===== config.mk =====
export PLATFORM = sky130hd
export DESIGN_NAME = scsi_tgt_phase_seq
export DESIGN_NICKNAME = d
export VERILOG_FILES = /design/src/rtl/scsi_seq_pkg.sv /design/src/rtl/scsi_ack_sync.sv /design/src/rtl/scsi_byte_hs.sv /design/src/rtl/scsi_phase_ctl.sv /design/src/rtl/scsi_tgt_phase_seq.sv
export SDC_FILE = /design/constraint.sdc
export NUM_CORES = 1
export LEC_CHECK = 0
export BUFFER_PORTS_ARGS = -buffer_cell sky130_fd_sc_hd__buf_2
export CORE_MARGIN = 10
export CORE_UTILIZATION = 30
export CTS_BUF_LIST = sky130_fd_sc_hd__clkbuf_8
export CTS_CLUSTER_DIAMETER = 40
export DETAILED_ROUTE_END_ITERATION = 8
export GPL_ROUTABILITY_DRIVEN = 0
export SYNTH_ARGS = -nofsm -noshare
export SYNTH_HDL_FRONTEND = slang
export SYNTH_SLANG_ARGS = --single-unit

===== constraint.sdc =====
create_clock -name clk -period 4.2 [get_ports clk]
set_input_delay 0.42 -clock clk [delete_from_list [all_inputs] [get_ports clk]]
set_output_delay 0.42 -clock clk [all_outputs]
set_load 0.02 [all_outputs]

===== src/rtl/scsi_seq_pkg.sv =====
package scsi_seq_pkg;

   typedef enum logic [2:0] {
      PH_IDLE = 3'd0,
      PH_CMD  = 3'd1,
      PH_DOUT = 3'd2,
      PH_DIN  = 3'd3,
      PH_STAT = 3'd4,
      PH_MSG  = 3'd5
   } phase_e;

   localparam logic [2:0] RQ_CMD  = 3'd0;
   localparam logic [2:0] RQ_DOUT = 3'd1;
   localparam logic [2:0] RQ_DIN  = 3'd2;
   localparam logic [2:0] RQ_STAT = 3'd3;
   localparam logic [2:0] RQ_MSG  = 3'd4;
   localparam logic [2:0] RQ_REL  = 3'd5;

   typedef enum logic [1:0] {
      HS_IDLE = 2'd0,
      HS_REQ  = 2'd1,
      HS_REL  = 2'd2,
      HS_FIN  = 2'd3
   } hs_e;

   // line pattern {msg, cd, io} for each phase
   function automatic logic [2:0] ph_lines(phase_e p);
      case (p)
         PH_CMD:  return 3'b010;
         PH_DOUT: return 3'b000;
         PH_DIN:  return 3'b001;
         PH_STAT: return 3'b011;
         PH_MSG:  return 3'b110;
         default: return 3'b000;
      endcase
   endfunction

   function automatic phase_e rq_target(logic [2:0] c);
      case (c)
         RQ_CMD:  return PH_CMD;
         RQ_DOUT: return PH_DOUT;
         RQ_DIN:  return PH_DIN;
         RQ_STAT: return PH_STAT;
         RQ_MSG:  return PH_MSG;
         default: return PH_IDLE;
      endcase
   endfunction

   function automatic logic rq_legal(phase_e p, logic [2:0] c, logic sel);
      case (p)
         PH_IDLE: return (c == RQ_CMD) && sel;
         PH_CMD:  return (c == RQ_DOUT) || (c == RQ_DIN) || (c == RQ_STAT);
         PH_DOUT,
         PH_DIN:  return c == RQ_STAT;
         PH_STAT: return c == RQ_MSG;
         PH_MSG:  return c == RQ_REL;
         default: return 1'b0;
      endcase
   endfunction

endpackage


===== src/rtl/scsi_ack_sync.sv =====
module scsi_ack_sync #(
   parameter int STAGES = 2
) (
   input  logic clk,
   input  logic rst_n,
   input  logic ack_i,
   output logic ack_o
);

   if (STAGES < 0 || STAGES > 4) begin : g_bad_stages
      $error("scsi_ack_sync: STAGES must be 0..4");
   end

   if (STAGES == 0) begin : g_direct
      assign ack_o = ack_i;
   end else begin : g_chain
      logic [STAGES-1:0] sh_q;
      always_ff @(posedge clk or negedge rst_n) begin
         if (!rst_n) sh_q <= '0;
         else        sh_q <= {sh_q[STAGES-1:0] << 1} | {{(STAGES-1){1'b0}}, ack_i};
      end
      assign ack_o = sh_q[STAGES-1];
   end

endmodule


===== src/rtl/scsi_byte_hs.sv =====
module scsi_byte_hs
   import scsi_seq_pkg::*;
#(
   parameter int LEN_W = 16
) (
   input  logic             clk,
   input  logic             rst_n,
   input  logic             start_i,
   input  logic [LEN_W-1:0] len_i,
   input  logic             kill_i,
   input  logic             ack_i,
   output logic             req_o,
   output logic             take_o,
   output logic [LEN_W-1:0] ptr_o,
   output logic             done_o
);

   if (LEN_W < 1 || LEN_W > 32) begin : g_bad_len
      $error("scsi_byte_hs: LEN_W must be 1..32");
   end

   localparam logic [LEN_W-1:0] ONE = LEN_W'(1);

   hs_e              st_q;
   logic [LEN_W-1:0] ptr_q, len_q;
   logic [LEN_W-1:0] ptr_nx;

   assign ptr_nx = ptr_q + ONE;

   always_ff @(posedge clk or negedge rst_n) begin
      if (!rst_n) begin
         st_q  <= HS_IDLE;
         ptr_q <= '0;
         len_q <= '0;
      end else if (kill_i) begin
         st_q  <= HS_IDLE;
         ptr_q <= '0;
      end else if (start_i) begin
         len_q <= len_i;
         ptr_q <= '0;
         st_q  <= (len_i == '0) ? HS_FIN : HS_REQ;
      end else begin
         case (st_q)
            HS_REQ: if (ack_i) st_q <= HS_REL;
            HS_REL: if (!ack_i) begin
               ptr_q <= ptr_nx;
               st_q  <= (ptr_nx == len_q) ? HS_FIN : HS_REQ;
            end
            HS_FIN:  st_q <= HS_IDLE;
            default: st_q <= HS_IDLE;
         endcase
      end
   end

   assign req_o  = (st_q == HS_REQ);
   assign take_o = (st_q == HS_REQ) && ack_i && !kill_i;
   assign done_o = (st_q == HS_FIN);
   assign ptr_o  = ptr_q;

   p_req_drop_r6: assert property (@(posedge clk) disable iff (!rst_n)
      (req_o && ack_i && !kill_i && !start_i) |=> !req_o);

   p_req_rise_r6: assert property (@(posedge clk) disable iff (!rst_n)
      ($rose(req_o) && !$past(start_i)) |-> !$past(ack_i));

   p_ptr_step_r6: assert property (@(posedge clk) disable iff (!rst_n)
      (!start_i && !kill_i) |=> (ptr_o == $past(ptr_o) || ptr_o == $past(ptr_o) + ONE));

   p_ptr_bound_r7: assert property (@(posedge clk) disable iff (!rst_n)
      (st_q != HS_IDLE) |-> (ptr_q <= len_q));

   p_done_pulse_r7: assert property (@(posedge clk) disable iff (!rst_n)
      done_o |=> !done_o);

   p_zero_len_r8: assert property (@(posedge clk) disable iff (!rst_n)
      (start_i && !kill_i && len_i == '0) |=> (done_o && !req_o));

endmodule


===== src/rtl/scsi_phase_ctl.sv =====
module scsi_phase_ctl
   import scsi_seq_pkg::*;
#(
   parameter int LEN_W = 16,
   parameter int TAG_W = 4
) (
   input  logic             clk,
   input  logic             rst_n,
   input  logic             sel_i,
   input  logic             rq_vld_i,
   input  logic [2:0]       rq_code_i,
   input  logic [LEN_W-1:0] rq_len_i,
   input  logic [TAG_W-1:0] rq_tag_i,
   input  logic [2:0]       bus_ph_i,
   input  logic             xfer_done_i,
   output phase_e           phase_o,
   output logic             start_o,
   output logic [LEN_W-1:0] len_o,
   output logic             kill_o,
   output logic             abort_o,
   output logic             busy_o,
   output logic [TAG_W-1:0] tag_o
);

   if (TAG_W < 1) begin : g_bad_tag
      $error("scsi_phase_ctl: TAG_W must be at least 1");
   end

   phase_e           ph_q;
   logic             busy_q, abort_q;
   logic [TAG_W-1:0] tag_q;
   logic             late, mism, accept;
   phase_e           tgt;

   // past the command phase the bus must show exactly what is driven
   assign late   = (ph_q == PH_DOUT) || (ph_q == PH_DIN) ||
                   (ph_q == PH_STAT) || (ph_q == PH_MSG);
   assign mism   = late && (bus_ph_i != ph_lines(ph_q));
   assign tgt    = rq_target(rq_code_i);
   assign accept = rq_vld_i && !busy_q && !mism && rq_legal(ph_q, rq_code_i, sel_i);

   always_ff @(posedge clk or negedge rst_n) begin
      if (!rst_n) begin
         ph_q    <= PH_IDLE;
         busy_q  <= 1'b0;
         abort_q <= 1'b0;
         tag_q   <= '0;
      end else if (mism) begin
         ph_q    <= PH_IDLE;
         busy_q  <= 1'b0;
         abort_q <= 1'b1;
      end else begin
         abort_q <= 1'b0;
         if (xfer_done_i) busy_q <= 1'b0;
         if (accept) begin
            ph_q <= tgt;
            if (tgt != PH_IDLE) begin
               busy_q <= 1'b1;
               tag_q  <= rq_tag_i;
            end
         end
      end
   end

   assign phase_o = ph_q;
   assign start_o = accept && (tgt != PH_IDLE);
   assign len_o   = rq_len_i;
   assign kill_o  = mism || (accept && tgt == PH_IDLE);
   assign abort_o = abort_q;
   assign busy_o  = busy_q;
   assign tag_o   = tag_q;

   p_cmd_needs_sel_r2: assert property (@(posedge clk) disable iff (!rst_n)
      (ph_q == PH_IDLE && !sel_i) |=> (ph_q == PH_IDLE));

   p_busy_hold_r5: assert property (@(posedge clk) disable iff (!rst_n)
      (busy_q && !mism) |=> (ph_q == $past(ph_q)));

   p_mismatch_idle_r10: assert property (@(posedge clk) disable iff (!rst_n)
      mism |=> (ph_q == PH_IDLE && abort_q));

   p_rel_to_idle_r12: assert property (@(posedge clk) disable iff (!rst_n)
      (accept && rq_code_i == RQ_REL) |=> (ph_q == PH_IDLE && !busy_q));

endmodule


===== src/rtl/scsi_tgt_phase_seq.sv =====
module scsi_tgt_phase_seq
   import scsi_seq_pkg::*;
#(
   parameter int LEN_W    = 16,
   parameter int TAG_W    = 4,
   parameter int ACK_SYNC = 2
) (
   input  logic             clk,
   input  logic             rst_n,
   input  logic             sel_i,
   input  logic             rq_vld_i,
   input  logic [2:0]       rq_code_i,
   input  logic [LEN_W-1:0] rq_len_i,
   input  logic [TAG_W-1:0] rq_tag_i,
   input  logic             bus_msg_i,
   input  logic             bus_cd_i,
   input  logic             bus_io_i,
   input  logic             ack_i,
   input  logic [7:0]       db_i,
   input  logic [7:0]       tx_byte_i,
   output logic             bsy_o,
   output logic             msg_o,
   output logic             cd_o,
   output logic             io_o,
   output logic             req_o,
   output logic [7:0]       db_o,
   output logic             db_oe_o,
   output logic [7:0]       rx_byte_o,
   output logic             rx_stb_o,
   output logic [LEN_W-1:0] ptr_o,
   output logic             done_o,
   output logic [TAG_W-1:0] done_tag_o,
   output logic             abort_o
);

   phase_e           ph;
   logic             start, kill, busy, ack_s, take, hs_req;
   logic [LEN_W-1:0] len;
   logic [2:0]       lines;
   logic [7:0]       rx_q;
   logic             rx_stb_q;

   scsi_ack_sync #(.STAGES(ACK_SYNC)) u_sync (
      .clk   (clk),
      .rst_n (rst_n),
      .ack_i (ack_i),
      .ack_o (ack_s)
   );

   scsi_phase_ctl #(.LEN_W(LEN_W), .TAG_W(TAG_W)) u_ctl (
      .clk         (clk),
      .rst_n       (rst_n),
      .sel_i       (sel_i),
      .rq_vld_i    (rq_vld_i),
      .rq_code_i   (rq_code_i),
      .rq_len_i    (rq_len_i),
      .rq_tag_i    (rq_tag_i),
      .bus_ph_i    ({bus_msg_i, bus_cd_i, bus_io_i}),
      .xfer_done_i (done_o),
      .phase_o     (ph),
      .start_o     (start),
      .len_o       (len),
      .kill_o      (kill),
      .abort_o     (abort_o),
      .busy_o      (busy),
      .tag_o       (done_tag_o)
   );

   scsi_byte_hs #(.LEN_W(LEN_W)) u_hs (
      .clk     (clk),
      .rst_n   (rst_n),
      .start_i (start),
      .len_i   (len),
      .kill_i  (kill),
      .ack_i   (ack_s),
      .req_o   (hs_req),
      .take_o  (take),
      .ptr_o   (ptr_o),
      .done_o  (done_o)
   );

   assign lines   = ph_lines(ph);
   assign msg_o   = lines[2];
   assign cd_o    = lines[1];
   assign io_o    = lines[0];
   assign bsy_o   = (ph != PH_IDLE);
   assign req_o   = hs_req;
   assign db_oe_o = io_o;
   assign db_o    = io_o ? tx_byte_i : 8'h00;

   always_ff @(posedge clk or negedge rst_n) begin
      if (!rst_n) begin
         rx_q     <= '0;
         rx_stb_q <= 1'b0;
      end else begin
         rx_stb_q <= take && !io_o;
         if (take && !io_o) rx_q <= db_i;
      end
   end

   assign rx_byte_o = rx_q;
   assign rx_stb_o  = rx_stb_q;

   p_req_in_phase_r6: assert property (@(posedge clk) disable iff (!rst_n)
      req_o |-> (bsy_o && busy));

   p_abort_release_r10: assert property (@(posedge clk) disable iff (!rst_n)
      abort_o |-> (!bsy_o && !req_o && !msg_o && !cd_o && !io_o));

   p_oe_follows_io_r11: assert property (@(posedge clk) disable iff (!rst_n)
      db_oe_o |-> (io_o && bsy_o));

   p_rx_only_in_r11: assert property (@(posedge clk) disable iff (!rst_n)
      rx_stb_o |-> !$past(io_o));

endmodule


# Word-level counts from Yosys, hierarchy flattened

Index checks and enable logic that the tools add are counted.

Register bits: 54
Latch bits: 0
Bits in writable memories: 0
Memory bits (read-only): 0
Input port bits: 47
Output and inout bits: 45
Word-level logic and storage cells: 87
Memories: 0

$add $sub $neg: 1
Multipliers: 0
Divide/modulo/power cells: 0
Magnitude comparators: 0
Eq/ne operators: 18
Shift-type cells: 0
Muxes and demuxes: 22
Bitwise gates (word level): 3
Reductions and logical operators: 33

Operator list:

| kind                  | number |
|---|---|
| $mux 16               | 4 |
| $add 16x1->16 const B | 1 |
| $eq 16x16->1          | 1 |
| $logic_not 16->1      | 1 |
| $pmux 3 s5            | 1 |
| $eq 3x2->1 const B    | 4 |
| $eq 3x3->1 const B    | 4 |
| $mux 2                | 6 |
| $pmux 3 s4            | 1 |
| $logic_and 1x1->1     | 10 |
| $logic_not 3->1       | 3 |
| $reduce_bool 3->1     | 3 |
| $mux 8                | 1 |
| $eq 3x1->1 const B    | 2 |
| $logic_or 1x1->1      | 6 |
| $mux 3                | 2 |
| $reduce_and 2->1      | 3 |
| $mux 1                | 5 |
| $pmux 1 s5            | 1 |
| $eq 2x2->1 const B    | 2 |
| $logic_not 1->1       | 4 |
| $ne 4x1->1 const B    | 1 |
| $ne 4x3->1 const B    | 1 |
| $pmux 2 s2            | 1 |
| 8 further kinds       | 9 |

# Depth between registers and ports, before layout

Gate-level depths: netlist of run 1.

Depth in word-level cells: 13
Mapped depth: 10
Mapped depth without buffers: 9

# Modules after synthesis

From an unflattened synthesis of run 1, not the netlist that was laid out.

Cells, all modules: 343
Area total of the unflattened synthesis: 3418.3 µm²

Modules (own cells, without submodules):

| module             | times used | cells each | area an instance (µm²) | sequential area each (µm²) |
|---|---|---|---|---|
| scsi_byte_hs       | 1          | 206        | 2055.7                 | 850.8 |
| scsi_phase_ctl     | 1          | 69         | 693.2                  | 225.2 |
| scsi_tgt_phase_seq | 1          | 66         | 619.3                  | 225.2 |
| scsi_ack_sync      | 1          | 2          | 50.0                   | 50.0 |

# Worst setup path before layout of run 1

Ideal clock, no wire load.

Path type: flip-flop to flip-flop
Start: register u_ctl.ph_q[1], in the netlist u_ctl.phase_o[1]
End: register rx_q[0], in the netlist rx_byte_o[0]
Setup time: 125 ps
Arrival: 2522 ps
Required time: 4075 ps
Path slack: 1553 ps
Cell stages (with the launch flop): 8
Buffers on the path: 2
Clock period less this slack: 2647 ps
Cell sequence: dfrtp_1 buf_2 nor3_1 a31o_2 o221ai_4 or4_1 buf_6 mux2_4

Elaborated cells between the ends (all ways): 23
Classes of those cells: 6 x eq/ne; 2 x mux; 15 x reduce/logical

RTL lines:

| element                                  | line                     | RTL |
|---|---|---|
| start: declaration                       | scsi_phase_ctl.sv:29     | `phase_e ph_q;` |
| start signal: assignment                 | scsi_phase_ctl.sv:56     | `ph_q <= tgt;` |
| $eq 3x3->1, or another cell as far along | scsi_seq_pkg.sv:28       | `case (p)` |
| $pmux 3 s4 *                             | scsi_seq_pkg.sv:28       |  |
| net msg_o                                | scsi_tgt_phase_seq.sv:22 | `output logic msg_o,` |
| $ne 3x3->1 *                             | scsi_phase_ctl.sv:38     | `assign mism = late && (bus_ph_i != ph_lines(ph_q));` |
| $logic_and 1x1->1 *                      | scsi_phase_ctl.sv:38     |  |
| net u_ctl.mism                           | scsi_phase_ctl.sv:32     | `logic late, mism, accept;` |
| $logic_not 1->1                          | scsi_phase_ctl.sv:40     | `assign accept = rq_vld_i && !busy_q && !mism && rq_legal(ph_q, rq_code_i, sel_i);` |
| $logic_and 1x1->1 (2 in a row)           | scsi_phase_ctl.sv:40     |  |
| $logic_and 1x1->1                        | scsi_phase_ctl.sv:68     | `assign kill_o = mism \|\| (accept && tgt == PH_IDLE);` |
| $logic_or 1x1->1 *                       | scsi_phase_ctl.sv:68     |  |
| $logic_not 1->1 *                        | scsi_byte_hs.sv:56       | `assign take_o = (st_q == HS_REQ) && ack_i && !kill_i;` |
| $logic_and 1x1->1 *                      | scsi_byte_hs.sv:56       |  |
| $logic_and 1x1->1 *                      | scsi_tgt_phase_seq.sv:97 | `if (take && !io_o) rx_q <= db_i;` |
| end signal: assignment                   | scsi_tgt_phase_seq.sv:97 |  |
| end: declaration                         | scsi_tgt_phase_seq.sv:40 | `logic [7:0] rx_q;` |

The timed path passes the listed nets; every way through them passes the cells marked *.
A chain may end at the register's enable or synchronous reset.

# Final worst setup path of run 1

Start: register u_ctl.ph_q[1], in the netlist u_ctl.phase_o[1]
End: register rx_q[0], in the netlist rx_byte_o[0]

Longest elaborated chain between the ends: 13
Elaborated cells between the ends (all ways): 23
Classes of those cells: 6 x eq/ne; 2 x mux; 15 x reduce/logical

RTL lines:

| element                                                            | line |
|---|---|
| parallel branches: the longest is 4 deep, another holds $pmux 3 s4 | - |
| $logic_and 1x1->1 *                                                | scsi_phase_ctl.sv:38 |
| net u_ctl.mism                                                     | scsi_phase_ctl.sv:32 |
| $logic_not 1->1                                                    | scsi_phase_ctl.sv:40 |
| $logic_and 1x1->1 (2 in a row)                                     | scsi_phase_ctl.sv:40 |
| $logic_and 1x1->1                                                  | scsi_phase_ctl.sv:68 |
| $logic_or 1x1->1 *                                                 | scsi_phase_ctl.sv:68 |
| $logic_not 1->1 *                                                  | scsi_byte_hs.sv:56 |
| $logic_and 1x1->1 *                                                | scsi_byte_hs.sv:56 |
| $logic_and 1x1->1 *                                                | scsi_tgt_phase_seq.sv:97 |

Mark *: on every way through the listed nets, which the timed path passes.

==> impl_metrics.py, run 1 <==
metrics = {
    "finish": {
        "layout-drive-gt1-share": 0.3325,
        "final_core_util": 0.3681,
        "layout_common_cells": "buf_2, dfrtp_1, nor2_1",
        "ff_latch_area_mm2": 0.001351,
        "multi_input_area_mm2": 0.001684,
        "syn_to_final_growth_pct": 19.99,
        "mostFrequentLayoutCell": "buf_2",
        "diodes": 0,
        "n_fill_cell": 1065,
        "final_net_count": 444,
    },
    "clock_network": {
        "cts_hold_buffers": 0,
        "cts_sinks": 54,
        "post-cts-setup-buffers": 0,
        "ctsResizeCount": 0,
        "cts.clk_slew.worst_paths_ns": 0.10,
        "cts_buffers": 5,
        "cts_htree_levels": 2,
        "clockBufferDepth": 2,
        "root_buffer": "clkbuf_8",
        "cts_tree": "done",
        "worstSkewPairLatency_ns": 0.31,
    },
    "floorplan": {
        "die-area_mm2": 0.01507,
        "rows": 37,
        "io_pins": 92,
        "core_mm2": 0.01032,
        "die_w_um": 122.7,
        "initial_core_util": 0.3068,
        "die_h_um": 122.7,
    },
    "setup_path": {
        "cp_data_arrival_time_ns": 2.95,
        "cpMaxStageDelayCell": "or4_1",
        "start_kind": "flop",
        "required_ns": 4.40,
        "end_kind": "flop",
        "cp_cell_sequence": "inv_1, ha_1, o21ai_0, a211o_1, o221ai_4, or4_1, mux2_4",
        "max_stage_delay_ns": 0.81,
        "cp_max_fo": 12,
        "worst-setup-path-type": "flop to flop",
    },
    "drt": {
        "drtIter0Drc": 112,
        "via_per_inst": 4.757,
        "dr_total_vias": 2507,
        "wl_met2_um": 3806,
        "top_layer": "met4",
        "drtPass1Iterations": 4,
        "drt-total-wl_um": 8144,
        "routedWlPerCell_um": 15.45,
        "met3_length_um": 550,
        "drtAntennaViolNets": 0,
        "drt-met1-wl_um": 3741,
        "remaining_drc_errors": 0,
    },
    "grt": {
        "antenna_found_initial": 0,
        "grt_pass1_wl_um": 12990,
        "grt.overflow.total": 0,
        "grt_max_degree": 55,
        "first_global_vias": 2590,
        "track_usage": 0.1061,
    },
    "place": {
        "place_ws_ns": 1.358,
        "portBuffers": 91,
        "place.detailed.hpwl_um": 6483,
    },
    "yosys": {
        "synth_top_family_by_area": "simple AND/OR/NAND/NOR gates",
        "async_flop_share": 1.000,
        "synth_cell_types": 53,
        "synth_top_area_share": 0.4267,
        "yosys.area_share.simple": 0.1979,
        "synth_area_per_cell_um2": 10.38,
        "synth_xor_area_frac": 0.1106,
        "synth_area_mm2": 0.003167,
        "ys_seq_area_frac": 0.4267,
        "synth_top_area_cell": "dfrtp_1",
        "synthMuxAreaShare": 0.1122,
        "synth-compound-area-share": 0.08337,
        "ys_ff_latch": 54,
        "yosys_warnings": 0,
        "synth.area.top_cells": "dfrtp_1, xnor2_1, xor2_1, mux2_2, mux2_4",
        "ys.flop_type": "dfrtp_1",
        "synth_edf_count": 0,
        "synth_fa_ha_area_frac": 0.02766,
        "syn_inst": 305,
        "syn_nets": 359,
    },
    "timing": {
        "final_hold_viol_count": 0,
        "slew_headroom": 0.5060,
        "period_share": 0.6546,
        "fmax_mhz": 363.7,
        "setup_viol": 0,
        "tns_ns": 0,
        "drv_slew": 0,
        "tightest_slew_ns": 0.7410,
        "grt_setup_unrepaired": "false",
        "skew_ns": 0.009739,
        "finalWorstSetupSlack_ns": 1.451,
        "fin_crit_ns": 2.750,
    },
    "run_status": {
        "status": "finished clean",
    },
    "power": {
        "powerDensity_mw_per_mm2": 548.7,
        "power.internal_mw": 1.220,
        "power_frac_comb": 0.478,
        "power_frac_clock": 0.137,
        "p_leak_nw": 1.847,
        "swShare": 0.4147,
        "p_seq_frac": 0.385,
        "peakVddDrop_mv": 0.2543,
        "p_sw_mw": 0.8646,
    },
    "worst_hold_path": {
        "min-delay-path-class": "primary input to flop",
    },
    "job": {
        "maxCapViolCount": 0,
    },
}
==> critical path, delay by kind of cell (launching register included) <==
kind                     cells  cell delay, ns
buffers and inverters        1            0.14
multiplexers                 1            0.39
adder cells (fa/ha/maj)      1            0.22
flip-flops                   1            0.59
AND/OR/NAND/NOR              1            0.81
AO/OA/AOI/OAI                3            0.49
==> power groups by stage <==
stage | clock, mW | combinational (mW) | sequential, mW
after floorplan | 0 | 0.709 | 0.849
after global placement | 0 | 0.999 | 0.811
after detailed placement | 0 | 1.02 | 0.814
after CTS | 0.302 | 1.02 | 0.806
after global routing | 0.318 | 1.10 | 0.828
final | 0.285 | 0.997 | 0.803
==> flip-flops by register name (all words and copies together) (netlist names) <==
register             cells
rx_byte_o                8
rx_stb_o                 1
u_ctl.abort_o            1
u_ctl.busy_o             1
u_ctl.phase_o            3
u_ctl.tag_o              4
u_hs.len_q              16
u_hs.ptr_o              16
u_hs.st_q                2
u_sync.g_chain.sh_q      2
==> stage by stage <==
| stage | area [um^2] | std cells | hold WS, ns | total power, mW |
|---|---|---|---|---|
| 2_1_floorplan | 3167 | 305 | 0.1244 | 1.558 |
| 3_3_place_gp | 3714 | 519 | 0.3356 | 1.810 |
| 3_5_place_dp | 3714 | 519 | 0.3355 | 1.831 |
| 4_1_cts | 3800 | 527 | 0.2067 | 2.126 |
| 5_1_grt | 3800 | 527 | 0.2006 | 2.245 |
| 6_report | 3800 | 527 | 0.2161 | 2.085 |
==> path summary, 6_finish.rpt <==
path	cells past startpoint	from	to	slack (ns)
worst max-delay path	7	u_ctl.phase_o[1]	rx_byte_o[0]	1.45
worst max register to register	7	u_ctl.phase_o[1]	rx_byte_o[0]	1.45
worst min register to register	0	u_sync.g_chain.sh_q[0]	u_sync.g_chain.sh_q[1]	0.36
worst min-delay path	1	ack_i	u_sync.g_chain.sh_q[0]	0.22
min in group asynchronous	2	rst_n	u_hs.ptr_o[10]	0.23
max in group asynchronous	2	rst_n	u_hs.st_q[1]	3.50
==> cells by family (layout without fill, tap and decap cells) <==
group,after synthesis,after routing
buffers and inverters,25,111
xor gates and xnor gates,40,40
DFF,54,54
adders and majority gates,7,7
muxes,29,29
AOI/OAI and AO/OA,36,36
and+or+nand+nor,114,114
==> cell type report <==
cell class / count / share of cell area
Multi-Input combinational cell: 226 / 0.4432
Sequential cell: 54 / 0.3556
Timing Repair Buffer: 93 / 0.1238
Tap cell: 136 / 0.04478
Clock buffer: 5 / 0.01811
Inverter: 10 / 0.009878
Clock inverter: 3 / 0.004610
==> layer usage <==
layer / vias up / GRT usage
li1: 1235 / -
met1: 1204 / 0.1388
met2: 61 / 0.1643
met3: 7 / 0.03811
met4: 0 / 0.02283
met5: - / 0
==> cells in the mapped netlist, types with 9 or more instances <==
cell type  number
xor2_1         17
dfrtp_1        54
nand2_1        19
nand3_1        10
mux2_2         12
nor2_1         26
xnor2_1        23
o21ai_0        10
inv_1           9
nand4_1        10
Note: power is estimated with default switching activity, not from simulation.
==> run 2, diff against run 1 <==
==> constraint.sdc (replaced) <==
create_clock -name clk -period 2.6 [get_ports clk]
set_input_delay 0.26 -clock clk [delete_from_list [all_inputs] [get_ports clk]]
set_output_delay 0.26 -clock clk [all_outputs]
set_load 0.02 [all_outputs]
==> run 2 against run 1 <==
Effect of this change: non-clock buffer count rose by 20; critical path depth up 1; utilization increased by 2.4 points; hold slack worse by 0.16 ns; via count is 4.1% higher; sequential share of layout area fell by 2.1 points; clock power up 72%; sequential cell count did not move; first-iteration DRC count fell by 13%; critical endpoint is now u_hs.len_q[11]; largest cell class unchanged; highest routed layer unchanged.
==> impl_metrics.py, run 2 (synthesis results as in run 1) <==
metrics = {
    "floorplan": {
        "die-area_mm2": 0.01507,
        "die_h_um": 122.7,
        "core_mm2": 0.01032,
        "die_w_um": 122.7,
        "initial_core_util": 0.3068,
        "io_pins": 92,
        "rows": 37,
    },
    "timing": {
        "setup_viol": 0,
        "tightest_slew_ns": 0.5537,
        "tns_ns": 0,
        "skew_ns": 0.006633,
        "final_hold_viol_count": 0,
        "slew_headroom": 0.6284,
        "grt_setup_unrepaired": "false",
        "fmax_mhz": 403.8,
        "fin_crit_ns": 2.476,
        "period_share": 0.9524,
        "finalWorstSetupSlack_ns": 0.1237,
        "drv_slew": 0,
    },
    "worst_hold_path": {
        "min-delay-path-class": "primary input to flop",
    },
    "finish": {
        "layout_common_cells": "buf_2, dfrtp_1, nor2_1",
        "mostFrequentLayoutCell": "buf_2",
        "syn_to_final_growth_pct": 27.70,
        "final_cells": 547,
        "final_core_util": 0.3917,
        "layout-drive-gt1-share": 0.3747,
        "final_net_count": 464,
        "diodes": 0,
    },
    "place": {
        "dp_cells": 532,
        "portBuffers": 91,
        "place_ws_ns": -0.06472,
        "place.detailed.hpwl_um": 6845,
    },
    "drt": {
        "drtIter0Drc": 98,
        "drtPass1Iterations": 4,
        "drt-total-wl_um": 8720,
        "routedWlPerCell_um": 15.94,
        "via_per_inst": 4.771,
        "drtAntennaViolNets": 0,
        "dr_total_vias": 2610,
        "remaining_drc_errors": 0,
    },
    "grt": {
        "first_global_vias": 2869,
        "antenna_found_initial": 0,
        "grt_max_degree": 27,
        "grt_pass1_wl_um": 14370,
        "grt.overflow.total": 0,
        "track_usage": 0.1176,
    },
    "power": {
        "powerDensity_mw_per_mm2": 897.4,
        "peakVddDrop_mv": 0.3961,
        "p_leak_nw": 1.960,
    },
    "setup_path": {
        "start_kind": "flop",
        "rrSetupSlack_ns": 0.12,
        "r2r-start": "u_ctl.phase_o[0]",
        "r2r_end": "u_hs.len_q[11]",
        "startpoint": "u_ctl.phase_o[0]",
        "end_kind": "flop",
        "crit_end": "u_hs.len_q[11]",
        "required_ns": 2.80,
        "rr_worst_depth": 8,
        "cp_data_arrival_time_ns": 2.67,
        "worst-setup-path-type": "flop to flop",
        "cp_max_fo": 7,
    },
    "clock_network": {
        "cts.clk_slew.worst_paths_ns": 0.11,
        "cts_buffers": 5,
        "clockBufferDepth": 2,
        "cts_tree": "done",
        "root_buffer": "clkbuf_8",
        "worstSkewPairLatency_ns": 0.31,
        "cts_sinks": 54,
        "cts_htree_levels": 2,
    },
    "run_status": {
        "status": "finished clean",
    },
    "job": {
        "maxCapViolCount": 0,
    },
}
[run 2: critical path, stage by stage, from the launching register on]
cell	delay, ns
dfrtp_1	0.40
or4b_4	0.56
a2111oi_4	0.31
a311o_2	0.18
nand3_4	0.09
nor3b_4	0.23
buf_6	0.14
buf_6	0.12
mux2_2	0.33
[run 2: layer usage]
| metal | track usage | wire length [um] |
|---|---|---|
| met2 | 0.1857 | 4139 |
| met4 | 0.03314 | 119 |
| met3 | 0.04086 | 606 |
| met5 | 0 | 0 |
| met1 | 0.1488 | 3855 |
[run 2: worst min path at each step]
stage                     cells after the start  start                      to  slack (ns)
after floorplan                               0  rst_n            rx_byte_o[0]       -0.04
after global placement                        1  rst_n          u_hs.ptr_o[13]        0.18
after detailed placement                      1  rst_n          u_hs.len_q[10]        0.18
after CTS                                     1  ack_i  u_sync.g_chain.sh_q[0]        0.04
after global routing                          1  ack_i  u_sync.g_chain.sh_q[0]        0.03
final                                         1  ack_i  u_sync.g_chain.sh_q[0]        0.05
[run 2: cell type report]
cell class | instances | area, um^2
Sequential cell | 54 | 1353
Inverter | 10 | 37.54
Tap cell | 136 | 170.2
Fill cell | 1040 | 6280
Clock inverter | 3 | 25.02
Multi-Input combinational cell | 226 | 1710
Timing Repair Buffer | 113 | 679.4
Clock buffer | 5 | 68.82
[run 2: repair_timing]
| action | CTS | global route |
|---|---|---|
| gates resized for setup | 7 | 1 |
| hold endpoints to repair | 12 | 0 |
| endpoints found under the setup margin | 28 | 29 |
| buffers inserted | 3 | 2 |
| gates cloned | 1 | 0 |
| pin swaps | 4 | 4 |
| hold buffers | 1 | 0 |
[run 2: stage by stage]
stage	cell area (um^2)	hold WS [ns]	total power [mW]
after floorplan	3172	-0.03559	2.521
after global placement	3841	0.1757	3.079
after detailed placement	3841	0.1829	3.118
after CTS	4028	0.03790	3.674
after global routing	4044	0.03234	3.931
final	4044	0.05206	3.629
[run 2: report_power, final]
part | switching, mW | leakage [nW] | internal (mW)
clock | 0.294 | 0.0447 | 0.195
combinational | 0.999 | 1.21 | 0.865
sequential | 0.190 | 0.708 | 1.09
total | 1.48 | 1.96 | 2.15
==> run 3, diff against run 2 <==
==> constraint.sdc (replaced) <==
create_clock -name clk -period 2.1 [get_ports clk]
set_input_delay 0.21 -clock clk [delete_from_list [all_inputs] [get_ports clk]]
set_output_delay 0.21 -clock clk [all_outputs]
set_load 0.02 [all_outputs]
==> run 3 against run 2 <==
Effect of this change: the flow now finishes with violations (setup timing); die area stayed put; via count is 5.6% higher; utilization is 5.2 points higher; first-iteration DRC count is 43% higher; global-route usage is 0.76 points higher; non-clock buffer count is 42 higher; sequential cell count stayed put; sequential share of layout area is 3.8 points lower; register-to-register slack worse by 0.50 ns; routed wire length is 12% higher; critical path type unchanged; largest power group unchanged.
==> impl_metrics.py, run 3 (synthesis results as in run 1) <==
metrics = {
    "run_status": {
        "status": "finished with violations",
        "violations": "setup timing",
    },
    "drt": {
        "routedWlPerCell_um": 16.52,
        "drt-total-wl_um": 9731,
        "dr_total_vias": 2756,
        "via_per_inst": 4.679,
        "drtAntennaViolNets": 0,
        "drtPass1Iterations": 4,
        "remaining_drc_errors": 0,
        "drtIter0Drc": 140,
    },
    "power": {
        "power_frac_comb": 0.570,
        "p_leak_nw": 2.256,
        "power.internal_mw": 3.145,
        "total_power_mw": 5.226,
        "powerDensity_mw_per_mm2": 1140,
        "peakVddDrop_mv": 0.5484,
        "power_frac_clock": 0.124,
        "swShare": 0.3981,
        "p_sw_mw": 2.081,
        "p_seq_frac": 0.306,
    },
    "timing": {
        "finalWorstSetupSlack_ns": -0.3769,
        "grt_setup_unrepaired": "true",
        "tightest_slew_ns": 0.6259,
        "skew_ns": 0.007108,
        "period_share": 1.179,
        "final_hold_viol_count": 0,
        "setup_viol": 33,
        "fmax_mhz": 403.7,
        "drv_slew": 0,
        "slew_headroom": 0.5828,
        "whs_ns": 0.1077,
        "fin_crit_ns": 2.477,
    },
    "clock_network": {
        "cts_sinks": 54,
        "clockBufferDepth": 2,
        "cts_htree_levels": 2,
        "cts_tree": "done",
        "worstSkewPairLatency_ns": 0.32,
        "cts.clk_slew.worst_paths_ns": 0.11,
        "cts_buffers": 5,
        "root_buffer": "clkbuf_8",
    },
    "finish": {
        "mostFrequentLayoutCell": "buf_2",
        "layout_common_cells": "buf_2, buf_4, dfrtp_1",
        "n_fill_cell": 994,
        "layout-drive-gt1-share": 0.4857,
        "multi_input_area_mm2": 0.001846,
        "final_net_count": 506,
        "ff_latch_area_mm2": 0.001358,
        "diodes": 0,
        "syn_to_final_growth_pct": 44.69,
        "final_cells": 589,
    },
    "setup_path": {
        "cp_top_family": "simple AND/OR/NAND/NOR gates",
        "cp_cell_sequence": "or4b_4, a2111oi_4, a311o_2, nand3_4, nor3b_4, buf_4, clkbuf_16, mux2_4",
        "cp_max_fo": 5,
        "end_kind": "flop",
        "cp_num_buf_inv": 2,
        "max_stage_delay_ns": 0.54,
        "cpMaxStageDelayCell": "or4b_4",
        "cp_data_arrival_time_ns": 2.69,
        "required_ns": 2.31,
        "worst-setup-path-type": "flop to flop",
        "start_kind": "flop",
    },
    "place": {
        "portBuffers": 91,
        "dp_cells": 567,
        "place.detailed.hpwl_um": 7175,
    },
    "worst_hold_path": {
        "min-delay-path-class": "primary input to flop",
    },
    "job": {
        "maxCapViolCount": 0,
    },
    "floorplan": {
        "core_mm2": 0.01032,
        "io_pins": 92,
        "die_h_um": 122.7,
        "rows": 37,
        "initial_core_util": 0.3068,
        "die-area_mm2": 0.01507,
        "die_w_um": 122.7,
    },
    "grt": {
        "grt_max_degree": 31,
        "grt.overflow.total": 0,
        "track_usage": 0.1251,
        "first_global_vias": 3049,
        "grt_pass1_wl_um": 15310,
        "antenna_found_initial": 0,
    },
}
-- run 3: area by class of cell --
cell class                 instances  share of cell area
clock buffer                       5             0.01502
clock inverter                     3            0.006281
inverter                          10            0.008192
multi-input combinational        226              0.4028
sequential                        54              0.2963
tap                              136             0.03714
timing repair buffer             155              0.2343
-- run 3: timing repair --
item	4_1_cts	5_1_grt
endpoints found under the setup margin	48	58
hold buffers	2	0
cloned	2	3
pin swaps	4	4
resized for setup	28	21
setup buffers	5	3
endpoints found under the hold margin	25	0
-- run 3: routing by layer --
layer,vias up,global-route usage,share of wire
met5,-,0,0
met4,0,0.02356,0.0044
met3,4,0.03765,0.066
met2,66,0.2075,0.47
met1,1336,0.1582,0.46
li1,1350,-,-
-- run 3: through the flow --
step                      setup WS [ns]  TNS (ns)  cell area, um^2    util
after global routing            -0.4418    -13.01             4582  0.4438
final                           -0.3769    -10.24             4582  0.4438
after floorplan                 -0.3086    -7.771             3204       -
after CTS                       -0.3300    -8.809             4427  0.4288
after global placement          -0.3173    -9.497             4139  0.4009
after detailed placement        -0.3871    -11.51             4139  0.4009
-- run 3: worst paths after layout --
| check | depth (start not counted) | slack (ns) | from | endpoint |
|---|---|---|---|---|
| worst max register to register | 8 | -0.38 | u_ctl.phase_o[0] | u_hs.len_q[7] |
| max in group asynchronous | 3 | 1.06 | rst_n | u_hs.ptr_o[2] |
| min in group asynchronous | 2 | 0.45 | rst_n | u_hs.ptr_o[9] |
| worst max-delay path | 8 | -0.38 | u_ctl.phase_o[0] | u_hs.len_q[7] |
| worst min-delay path | 2 | 0.11 | db_i[0] | rx_byte_o[0] |
| worst min register to register | 0 | 0.36 | u_sync.g_chain.sh_q[0] | u_sync.g_chain.sh_q[1] |
-- run 3: power groups by stage --
| stage | clock network, mW | logic, mW | registers (mW) |
|---|---|---|---|
| finish | 0.650 | 2.98 | 1.60 |
| global placement | 0 | 2.45 | 1.60 |
| detailed placement | 0 | 2.48 | 1.60 |
| global route | 0.717 | 3.23 | 1.64 |
| floorplan | 0 | 1.48 | 1.71 |
| CTS | 0.679 | 2.83 | 1.59 |
